**src/rtl/i2c_reg_pkg.sv**
```systemverilog
package i2c_reg_pkg;

  typedef enum logic [3:0] {
    ST_IDLE,
    ST_ADDR,
    ST_ADDR_ACK,
    ST_PTR,
    ST_PTR_ACK,
    ST_WDAT,
    ST_WDAT_ACK,
    ST_RDAT,
    ST_RACK,
    ST_SKIP
  } eng_state_t;

  // header byte carries the 7-bit device address above the R/W bit
  function automatic logic addr_hit(input logic [6:0] dev, input logic [7:0] hdr);
    return hdr[7:1] == dev;
  endfunction

endpackage

```
**src/rtl/i2c_line_filter.sv**
```systemverilog
module i2c_line_filter #(
  parameter int FILT_LEN = 3
) (
  input  logic clk,
  input  logic rst_n,
  input  logic pin,
  output logic clean
);
  localparam int CW = $clog2(FILT_LEN + 1);

  logic [1:0]    sync_q;
  logic [CW-1:0] cnt_q;

  always_ff @(posedge clk or negedge rst_n) begin
    if (!rst_n) begin
      sync_q <= 2'b11;
      cnt_q  <= '0;
      clean  <= 1'b1;
    end else begin
      sync_q <= {sync_q[0], pin};
      if (sync_q[1] == clean) begin
        cnt_q <= '0;
      end else if (cnt_q == CW'(FILT_LEN - 1)) begin
        clean <= sync_q[1];
        cnt_q <= '0;
      end else begin
        cnt_q <= cnt_q + CW'(1);
      end
    end
  end

  generate
    if (FILT_LEN >= 2) begin : g_chk
      // a filtered level lasts at least two cycles
      a_r10_min_width: assert property (@(posedge clk) disable iff (!rst_n)
        (clean != $past(clean)) |=> (clean == $past(clean)));
    end
  endgenerate
endmodule

```
**src/rtl/i2c_byte_engine.sv**
```systemverilog
module i2c_byte_engine
  import i2c_reg_pkg::*;
#(
  parameter logic [6:0] DEV_ADDR = 7'h09,
  parameter int         NREG     = 8,
  parameter int         AW       = $clog2(NREG)
) (
  input  logic          clk,
  input  logic          rst_n,
  input  logic          scl_rise,
  input  logic          scl_fall,
  input  logic          start_ev,
  input  logic          stop_ev,
  input  logic          sda_in,
  input  logic [7:0]    reg_rdata,
  output logic          sda_oe,
  output logic [AW-1:0] reg_addr,
  output logic [7:0]    reg_wdata,
  output logic          reg_we
);
  localparam logic [AW-1:0] LAST = AW'(NREG - 1);

  function automatic logic [AW-1:0] next_ptr(input logic [AW-1:0] p);
    return (p == LAST) ? '0 : p + AW'(1);
  endfunction

  eng_state_t    st;
  logic [3:0]    bitcnt;
  logic [7:0]    rx_sr, tx_sr;
  logic          rw_q, mack_q;
  logic [AW-1:0] ptr, wr_addr;

  // named internal events
  logic byte_in, ptr_load, ptr_step;
  assign byte_in  = scl_fall && (bitcnt == 4'd8);
  assign ptr_load = byte_in && (st == ST_PTR);
  assign ptr_step = byte_in && (st == ST_WDAT || st == ST_RDAT);

  assign reg_addr = reg_we ? wr_addr : ptr;

  always_ff @(posedge clk or negedge rst_n) begin
    if (!rst_n) begin
      st        <= ST_IDLE;
      bitcnt    <= '0;
      rx_sr     <= '0;
      tx_sr     <= '0;
      rw_q      <= 1'b0;
      mack_q    <= 1'b0;
      ptr       <= '0;
      wr_addr   <= '0;
      reg_wdata <= '0;
      reg_we    <= 1'b0;
      sda_oe    <= 1'b0;
    end else begin
      reg_we <= 1'b0;
      if (start_ev) begin
        st     <= ST_ADDR;
        bitcnt <= '0;
        sda_oe <= 1'b0;
      end else if (stop_ev) begin
        st     <= ST_IDLE;
        sda_oe <= 1'b0;
      end else if (scl_rise) begin
        unique case (st)
          ST_ADDR, ST_PTR, ST_WDAT: begin
            rx_sr  <= {rx_sr[6:0], sda_in};
            bitcnt <= bitcnt + 4'd1;
          end
          ST_RDAT: bitcnt <= bitcnt + 4'd1;
          ST_RACK: mack_q <= ~sda_in;
          default: ;
        endcase
      end else if (scl_fall) begin
        unique case (st)
          ST_ADDR: if (bitcnt == 4'd8) begin
            if (addr_hit(DEV_ADDR, rx_sr)) begin
              sda_oe <= 1'b1;
              rw_q   <= rx_sr[0];
              st     <= ST_ADDR_ACK;
            end else begin
              st <= ST_SKIP;
            end
          end
          ST_PTR: if (bitcnt == 4'd8) begin
            sda_oe <= 1'b1;
            ptr    <= rx_sr[AW-1:0];
            st     <= ST_PTR_ACK;
          end
          ST_WDAT: if (bitcnt == 4'd8) begin
            sda_oe    <= 1'b1;
            reg_we    <= 1'b1;
            reg_wdata <= rx_sr;
            wr_addr   <= ptr;
            ptr       <= next_ptr(ptr);
            st        <= ST_WDAT_ACK;
          end
          ST_ADDR_ACK: begin
            bitcnt <= '0;
            if (rw_q) begin
              tx_sr  <= reg_rdata;
              sda_oe <= ~reg_rdata[7];
              st     <= ST_RDAT;
            end else begin
              sda_oe <= 1'b0;
              st     <= ST_PTR;
            end
          end
          ST_PTR_ACK, ST_WDAT_ACK: begin
            sda_oe <= 1'b0;
            bitcnt <= '0;
            st     <= ST_WDAT;
          end
          ST_RDAT: begin
            if (bitcnt == 4'd8) begin
              sda_oe <= 1'b0;
              ptr    <= next_ptr(ptr);
              st     <= ST_RACK;
            end else begin
              tx_sr  <= {tx_sr[6:0], 1'b0};
              sda_oe <= ~tx_sr[6];
            end
          end
          ST_RACK: begin
            if (mack_q) begin
              tx_sr  <= reg_rdata;
              sda_oe <= ~reg_rdata[7];
              bitcnt <= '0;
              st     <= ST_RDAT;
            end else begin
              st <= ST_SKIP;
            end
          end
          default: ;
        endcase
      end
    end
  end

  a_r1_ack_on_match: assert property (@(posedge clk) disable iff (!rst_n)
    (st == ST_ADDR_ACK) |-> sda_oe);
  a_r2_quiet_when_skipping: assert property (@(posedge clk) disable iff (!rst_n)
    (st == ST_SKIP || st == ST_IDLE) |-> !sda_oe);
  a_r3_we_single_pulse: assert property (@(posedge clk) disable iff (!rst_n)
    reg_we |=> !reg_we);
  a_r3_we_from_write: assert property (@(posedge clk) disable iff (!rst_n)
    reg_we |-> ($past(st) == ST_WDAT));
  a_r4_wrap_to_zero: assert property (@(posedge clk) disable iff (!rst_n)
    (ptr_step && ptr == LAST) |=> (ptr == '0));
  a_r5_ptr_only_moves_on_events: assert property (@(posedge clk) disable iff (!rst_n)
    (ptr != $past(ptr)) |-> $past(ptr_load || ptr_step));
  a_r8_stop_releases: assert property (@(posedge clk) disable iff (!rst_n)
    stop_ev |=> (!sda_oe && st == ST_IDLE));
endmodule

```
**src/rtl/ctl_i2c_slave.sv**
```systemverilog
module ctl_i2c_slave #(
  parameter logic [6:0] DEV_ADDR = 7'h09,
  parameter int         NREG     = 8,
  parameter int         FILT_LEN = 3,
  parameter int         AW       = $clog2(NREG)
) (
  input  logic          clk,
  input  logic          ext_rst_n,
  input  logic          scl_i,
  input  logic          sda_i,
  output logic          sda_oe,
  output logic [AW-1:0] reg_addr,
  output logic [7:0]    reg_wdata,
  output logic          reg_we,
  input  logic [7:0]    reg_rdata
);
  localparam int L_SDA = 0;
  localparam int L_SCL = 1;

  // input buffers held high while the reset pin is low
  logic [1:0] raw, clean;
  assign raw[L_SCL] = scl_i | ~ext_rst_n;
  assign raw[L_SDA] = sda_i | ~ext_rst_n;

  for (genvar i = 0; i < 2; i++) begin : g_line
    i2c_line_filter #(.FILT_LEN(FILT_LEN)) u_filt (
      .clk   (clk),
      .rst_n (ext_rst_n),
      .pin   (raw[i]),
      .clean (clean[i])
    );
  end

  logic scl_q, sda_q;
  always_ff @(posedge clk or negedge ext_rst_n) begin
    if (!ext_rst_n) begin
      scl_q <= 1'b1;
      sda_q <= 1'b1;
    end else begin
      scl_q <= clean[L_SCL];
      sda_q <= clean[L_SDA];
    end
  end

  logic scl_rise, scl_fall, start_ev, stop_ev;
  assign scl_rise = clean[L_SCL] & ~scl_q;
  assign scl_fall = ~clean[L_SCL] & scl_q;
  assign start_ev = clean[L_SCL] & scl_q & sda_q & ~clean[L_SDA];
  assign stop_ev  = clean[L_SCL] & scl_q & ~sda_q & clean[L_SDA];

  i2c_byte_engine #(.DEV_ADDR(DEV_ADDR), .NREG(NREG), .AW(AW)) u_eng (
    .clk       (clk),
    .rst_n     (ext_rst_n),
    .scl_rise  (scl_rise),
    .scl_fall  (scl_fall),
    .start_ev  (start_ev),
    .stop_ev   (stop_ev),
    .sda_in    (clean[L_SDA]),
    .reg_rdata (reg_rdata),
    .sda_oe    (sda_oe),
    .reg_addr  (reg_addr),
    .reg_wdata (reg_wdata),
    .reg_we    (reg_we)
  );

  a_r8_conditions_exclusive: assert property (@(posedge clk) disable iff (!ext_rst_n)
    !(start_ev && stop_ev) && !((start_ev || stop_ev) && (scl_rise || scl_fall)));
endmodule

```
**config.mk**
```make
export PLATFORM = sky130hd
export DESIGN_NAME = ctl_i2c_slave
export DESIGN_NICKNAME = d
export VERILOG_FILES = /design/src/rtl/i2c_reg_pkg.sv /design/src/rtl/i2c_line_filter.sv /design/src/rtl/i2c_byte_engine.sv /design/src/rtl/ctl_i2c_slave.sv
export SDC_FILE = /design/constraint.sdc
export NUM_CORES = 1
export LEC_CHECK = 0
export ABC_AREA = 1
export BUFFER_PORTS_ARGS = -buffer_cell sky130_fd_sc_hd__buf_2
export CAP_MARGIN = 5
export CORE_MARGIN = 5
export CORE_UTILIZATION = 59
export DETAILED_ROUTE_END_ITERATION = 10
export GPL_ROUTABILITY_DRIVEN = 0
export PLACE_DENSITY = 0.88
export SLEW_MARGIN = 30
export SYNTH_ARGS = -nofsm -noshare
export SYNTH_HDL_FRONTEND = slang
export SYNTH_SLANG_ARGS = --single-unit
```
**constraint.sdc**
```tcl
create_clock -name clk -period 2 [get_ports clk]
set_clock_uncertainty 0.1 [all_clocks]
set_input_delay 0.2 -clock clk [delete_from_list [all_inputs] [get_ports clk]]
set_output_delay 0.2 -clock clk [all_outputs]
set_load 0.005 [all_outputs]
```
# Word level (Yosys, flattened, before mapping)
# Index checks and enable logic that the tools add are counted.
op_classes:
  n_addsub: 4
  n_mul: 0
  n_div: 0
  n_lt_le_gt_ge: 0
  eq_ne: 31
  shifts: 0
  n_mux: 49
  bitwise_logic: 21
  n_reduce_logical: 24
ops:
  columns: ["cell", "n"]
  rows:
  - ["2-to-1 mux 4 bit", 16]
  - ["inequality test 4 x 3 -> 1 bit (second input constant)", 7]
  - ["case mux 4 bit (7 select lines)", 1]
  - ["AND reduction 7 bit", 4]
  - ["2-to-1 mux 7 bit", 3]
  - ["case mux 7 bit (3 select lines)", 1]
  - ["== test 4 x 3 -> 1 bit (second input constant)", 4]
  - ["2-to-1 mux 1 bit", 16]
  - ["2-to-1 mux 3 bit", 5]
  - ["inverter 1 bit", 12]
  - ["nonzero test 3 bit", 3]
  - ["nonzero test 9 bit", 1]
  - ["== test 4 x 2 -> 1 bit (second input constant)", 2]
  - ["== test 4 bit (second input constant)", 2]
  - ["2-to-1 mux 2 bit", 4]
  - ["inequality test 2 x 1 -> 1 bit (second input constant)", 4]
  - ["case mux 4 bit (2 select lines)", 1]
  - ["AND reduction 4 bit", 2]
  - ["AND reduction 8 bit", 1]
  - ["nonzero test 8 bit", 1]
  - ["bitwise AND 1 bit", 7]
  - ["== test 7 x 4 -> 1 bit (second input constant)", 1]
  - ["case mux 1 bit (6 select lines)", 1]
  - ["case mux 3 bit (2 select lines)", 1]
  - ["20 further kinds", 29]
totals:
  reg_bits: 53
  latch_bits: 0
  ram_bits: 0
  romBits: 0
  memories: 0

# Logic depth before layout (Yosys ltp)
logic_depth:
  depth_word: 8
  depth_mapped: 11
  mapped_depth_nobuf: 11

# Modules after synthesis
# Synthesis repeated with hierarchy kept, for this count alone.
hier_totals:
  cells_unflattened: 386
  hier_area_um2: 2839.0
by_module_without_submodules:
  columns: ["mod", "instances", "cells_per_inst", "area_each_um2", "seq_area_each_um2"]
  rows:
  - ["i2c_byte_engine", 1, 327, 2349.8, 1026.0]
  - ["i2c_line_filter", 2, 21, 190.2, 128.9]
  - ["ctl_i2c_slave", 1, 17, 108.9, 52.6]

# Least setup slack after synthesis
# OpenSTA, ideal clock, no wires.
synth_path:
  path_type: "register to register"
  from: "register g_line[1].u_filt.clean"
  to: "register u_eng.sda_oe"
  arrival_ps: 1527
  t_required_ps: 1783
  path_slack_ps: 256
  path_stages_with_launch: 11
  n_path_buf: 0
  path_cell_list: "dfstp_2 > ha_1 > nand2_1 > nand2_1 > nand2_1 > nand3_1 > nand2_1 > nor2_1 > nand2_1 > nand2_1 > nand2_1"
synth_between:
  elab_chain_len: 5
synth_rtl:
  columns: ["element", "line", "rtl"]
  rows:
  - ["start: declaration", "i2c_line_filter.sv:7", "output logic clean"]
  - ["start signal: assignment", "i2c_line_filter.sv:24", "clean <= sync_q[1];"]
  - ["bitwise AND 1 bit", "ctl_i2c_slave.sv:48, ctl_i2c_slave.sv:49", null]
  - ["bitwise AND 1 bit (on tied branches) (2 in series)", "ctl_i2c_slave.sv:48, ctl_i2c_slave.sv:49", null]
  - ["inequality test 4 x 3 -> 1 bit (no source line) (tied with other cells)", null, null]
  - ["AND reduction 7 bit (no source line) or 2-to-1 mux 1 bit (tied branches)", null, null]
  - ["end signal: assignment", "i2c_byte_engine.sv:101", "sda_oe <= ~reg_rdata[7];"]
  - ["end signal: assignment", "i2c_byte_engine.sv:120", "sda_oe <= ~tx_sr[6];"]
  - ["end signal: assignment", "i2c_byte_engine.sv:126", "sda_oe <= ~reg_rdata[7];"]
  - ["end: declaration", "i2c_byte_engine.sv:16", "output logic sda_oe,"]
# Parallel ways exist; a longest one is shown, timed or not.
# A chain may end at the register's enable or synchronous reset.

# Worst setup path after layout
layout_path:
  from: "register g_line[1].u_filt.clean"
  to: "register u_eng.st[2]"
layout_between:
  elab_chain_len: 5
layout_rtl:
  columns: ["element", "line", "rtl"]
  rows:
  - ["bitwise AND 1 bit", "ctl_i2c_slave.sv:48, ctl_i2c_slave.sv:49", null]
  - ["bitwise AND 1 bit (on tied branches) (2 in series)", "ctl_i2c_slave.sv:48, ctl_i2c_slave.sv:49", null]
  - ["nonzero test 9 bit (no source line) (tied with other cells)", null, null]
  - ["AND reduction 7 bit (no source line) or 2-to-1 mux 4 bit (tied branches)", null, null]
  - ["end signal: assignment", "i2c_byte_engine.sv:117", "st <= ST_RACK;"]
  - ["end signal: assignment", "i2c_byte_engine.sv:128", "st <= ST_RDAT;"]
  - ["end signal: assignment", "i2c_byte_engine.sv:130", "st <= ST_SKIP;"]
  - ["end: declaration", "i2c_byte_engine.sv:27", "eng_state_t st;"]
# Parallel ways exist; a longest one is shown, timed or not.

==> flow_metrics.py <==
metrics = {
    "synthesis": {
        "synthCells": 349,
        "synth_fp_nets": 369,
        "ys_ff_latch": 53,
        "synthDistinctLibCells": 31,
        "ys_seq_area_share_pct": 46.92,
        "synth_top_area_share_pct": 39.54,
        "yosysTopAreaCell": "dfrtp_1",
        "ys.warnings.count": 0,
        "netlist_area_mm2": 0.002848,
        "syn-mean-instance-area_um2": 8.160,
        "synthTopCellsByArea": "dfrtp_1 (40%), nand2_1 (15%), dfstp_2 (7.4%)",
    },
    "setup_path": {
        "crit_buf_inv": 0,
        "crit_slowest_cell": "dfstp_2",
        "cp.arrival_ns": 1.98,
        "worstSetupPathType": "reg2reg",
        "cpMostUsedCell": "nand2_1",
        "crit_start": "g_line[1].u_filt.clean$_DFFE_PN1P_",
        "cp_cell_sequence": "ha_2, nand3_2, nand2_4, nor2_1, nand2_1, o21ai_0, nor2_2, nand2_1, o21ai_1",
        "r2r_start": "g_line[1].u_filt.clean$_DFFE_PN1P_",
        "cp_top_family": "simple AND/OR/NAND/NOR gates",
        "reg2reg_depth": 9,
        "r2r_slack_ns": 0.15,
        "endpoint_kind": "flip-flop",
        "cp.depth": 9,
        "crit_required_ns": 2.13,
        "timing.rr.end": "u_eng.st[2]$_DFFE_PN0P_",
        "cp_max_fo": 6,
        "max_stage_delay_ns": 0.59,
        "endpoint": "u_eng.st[2]$_DFFE_PN0P_",
        "setup.worst_path.start_class": "flip-flop",
    },
    "grt": {
        "grt_max_degree": 34,
        "grt_pass1_wl_mm": 9.873,
        "grt_pass1_vias": 2263,
        "antenna_found_initial": 0,
        "overflow": 0,
        "grt_usage_pct": 19.69,
    },
    "cts": {
        "clkTransAtPathRegs_ns": 0.09,
        "insertion_delay_ns": 0.31,
        "cts_tree": "done",
        "cts_root_buffer": "clkbuf_8",
        "cts_sinks": 53,
        "cts-htree-levels": 2,
        "clk_path_buf_depth": 2,
        "cts_inserted_buffers": 5,
    },
    "drt": {
        "wl_mm": 5.561,
        "ant_nets": 0,
        "route.detailed.wl_per_inst_um": 12.70,
        "first_pass_iters": 4,
        "via_per_inst": 5.329,
        "drcViolationCount": 0,
        "vias": 2334,
        "drt_iter0_drc": 210,
    },
    "finish": {
        "final_cell_mix": "nand2_1 (114), dfrtp_1 (45), inv_1 (44), o21ai_0 (36), buf_2 (24)",
        "layout_commonest_cell": "nand2_1",
        "n_antenna_cell": 0,
        "drive_above_1_share_pct": 19.79,
        "finalNetCount": 403,
        "area_growth_pct": 11.60,
        "fin_cells": 438,
    },
    "timing": {
        "relSlewSlack_pct": 62.18,
        "setup_viol": 0,
        "setup_ws_ns": 0.1529,
        "rsz0062_at_grt": "no",
        "final.period_utilization_pct": 92.36,
        "max_freq_ghz": 0.5414,
        "timing.final.max_slew_violations": 0,
        "tightest_slew_ns": 0.5674,
        "min_period_ns": 1.847,
        "final_hold_viol_count": 0,
        "tns_ns": 0,
    },
    "pwr": {
        "ir_drop_mv": 0.7573,
        "power_density_mw_per_mm2": 1229,
        "leakage_nw": 1.653,
    },
    "placed_design": {
        "dpl.cell_count": 425,
        "port_buffers": 24,
        "hpwlAfterDp_mm": 4.200,
        "pre_cts_ws_ns": 0.1166,
    },
    "job": {
        "max-cap-violations": 0,
    },
    "floorplan": {
        "rows": 25,
        "core_mm2": 0.004692,
        "die_area_mm2": 0.006316,
        "die_w_um": 79.48,
        "initial_core_util_pct": 60.69,
        "die_h_um": 79.48,
        "pin_count": 25,
    },
    "status": {
        "status": "complete, no violations",
    },
    "min_path": {
        "min_path_type": "in2reg",
    },
}
## metrics by stage
| stage | utilization, % | cell area, µm² | power [mW] | hold slack (ns) |
|---|---|---|---|---|
| detailed placement | 64.32 | 3018 | 3.172 | 0.1228 |
| global placement | 64.32 | 3018 | 3.096 | 0.1076 |
| CTS | 67.36 | 3161 | 3.912 | 0.04032 |
| floorplan | - | 2848 | 2.795 | -0.1956 |
| finish | 67.73 | 3178 | 3.907 | 0.04610 |
| global route | 67.73 | 3178 | 4.252 | 0.05204 |
## flip-flops by register name (all words and copies together), names as in the netlist, 2 cells and up
signal and count:
u_eng.reg_wdata 8, u_eng.rx_sr 8, u_eng.tx_sr 7, g_line.u_filt.cnt_q 4, g_line.u_filt.sync_q 4, u_eng.bitcnt 4, u_eng.st 4, u_eng.ptr 3
u_eng.wr_addr 3, g_line.u_filt.clean 2
## power breakdown
| group | switching (mW) | internal [mW] | total (mW) |
|---|---|---|---|
| registers | 0.202 | 1.34 | 1.54 |
| logic | 1.07 | 0.565 | 1.64 |
| clock network | 0.350 | 0.375 | 0.725 |
## worst reg2reg max path, cell delays in order (launching register included)
cell	delay, ns
dfstp_2	0.59
ha_2	0.25
nand3_2	0.14
nand2_4	0.15
nor2_1	0.07
nand2_1	0.07
o21ai_0	0.10
nor2_2	0.18
nand2_1	0.08
o21ai_1	0.07
## worst min-delay path by stage
stage | start | slack, ns | cells past startpoint | to
after detailed placement | ext_rst_n | 0.12 | 1 | u_eng.tx_sr[5]$_DFFE_PN0P_
after global placement | ext_rst_n | 0.11 | 1 | u_eng.tx_sr[0]$_DFFE_PN0P_
after global routing | reg_rdata[0] | 0.05 | 3 | u_eng.tx_sr[0]$_DFFE_PN0P_
final | reg_rdata[0] | 0.05 | 3 | u_eng.tx_sr[0]$_DFFE_PN0P_
after floorplan | ext_rst_n | -0.20 | 0 | g_line[0].u_filt.cnt_q[0]$_DFF_PN0_
after CTS | reg_rdata[0] | 0.04 | 3 | u_eng.tx_sr[0]$_DFFE_PN0P_
## layout make-up
class | instances | area (µm²)
Clock inverter | 3 | 43.79
Sequential cell | 53 | 1336
Clock buffer | 5 | 68.82
Multi-Input combinational cell | 243 | 1279
Timing Repair Buffer | 32 | 200.2
Inverter | 48 | 182.7
Fill cell | 367 | 1514
Tap cell | 54 | 67.56
## cells by family after synthesis
logic type,share of synthesized area [%]
simple gates,30.05
compound gates,10.63
buf+inv,8.260
flops,46.92
fa+ha+maj,3.515
xor+xnor,0.6152
## what timing repair did
action | 4_1_cts | 5_1_grt
hold endpoints to repair | 21 | 0
hold buffers | 3 | 0
buffers inserted | 0 | 2
resized for setup | 0 | 2
endpoints found under the setup margin | 0 | 5
## metal layers
metal  global-route usage, %  routed length [µm]
met1                   25.26                2404
met2                   32.30                2756
met3                   3.273                 238
met5                       0                   0
met4                   9.450                 163
## synth_stat cells
library cell / number
a21oi_1: 2
buf_12: 1
buf_2: 2
buf_6: 2
dfrtp_1: 45
dfstp_2: 8
ha_1: 8
inv_1: 44
inv_2: 3
inv_4: 1
nand2_1: 114
nand2_2: 4
nand2_4: 2
nand3_1: 13
nand3_2: 3
nand3_4: 1
nand4_1: 4
nand4_4: 2
nor2_1: 19
nor2_2: 2
nor2_4: 2
nor2_8: 2
nor3_1: 7
nor4_1: 1
o21ai_0: 37
o21ai_1: 8
o21ai_2: 6
o21bai_1: 1
o31ai_1: 1
or2_2: 2
xnor2_1: 2
No activity file was read; power rests on OpenSTA's default activity.
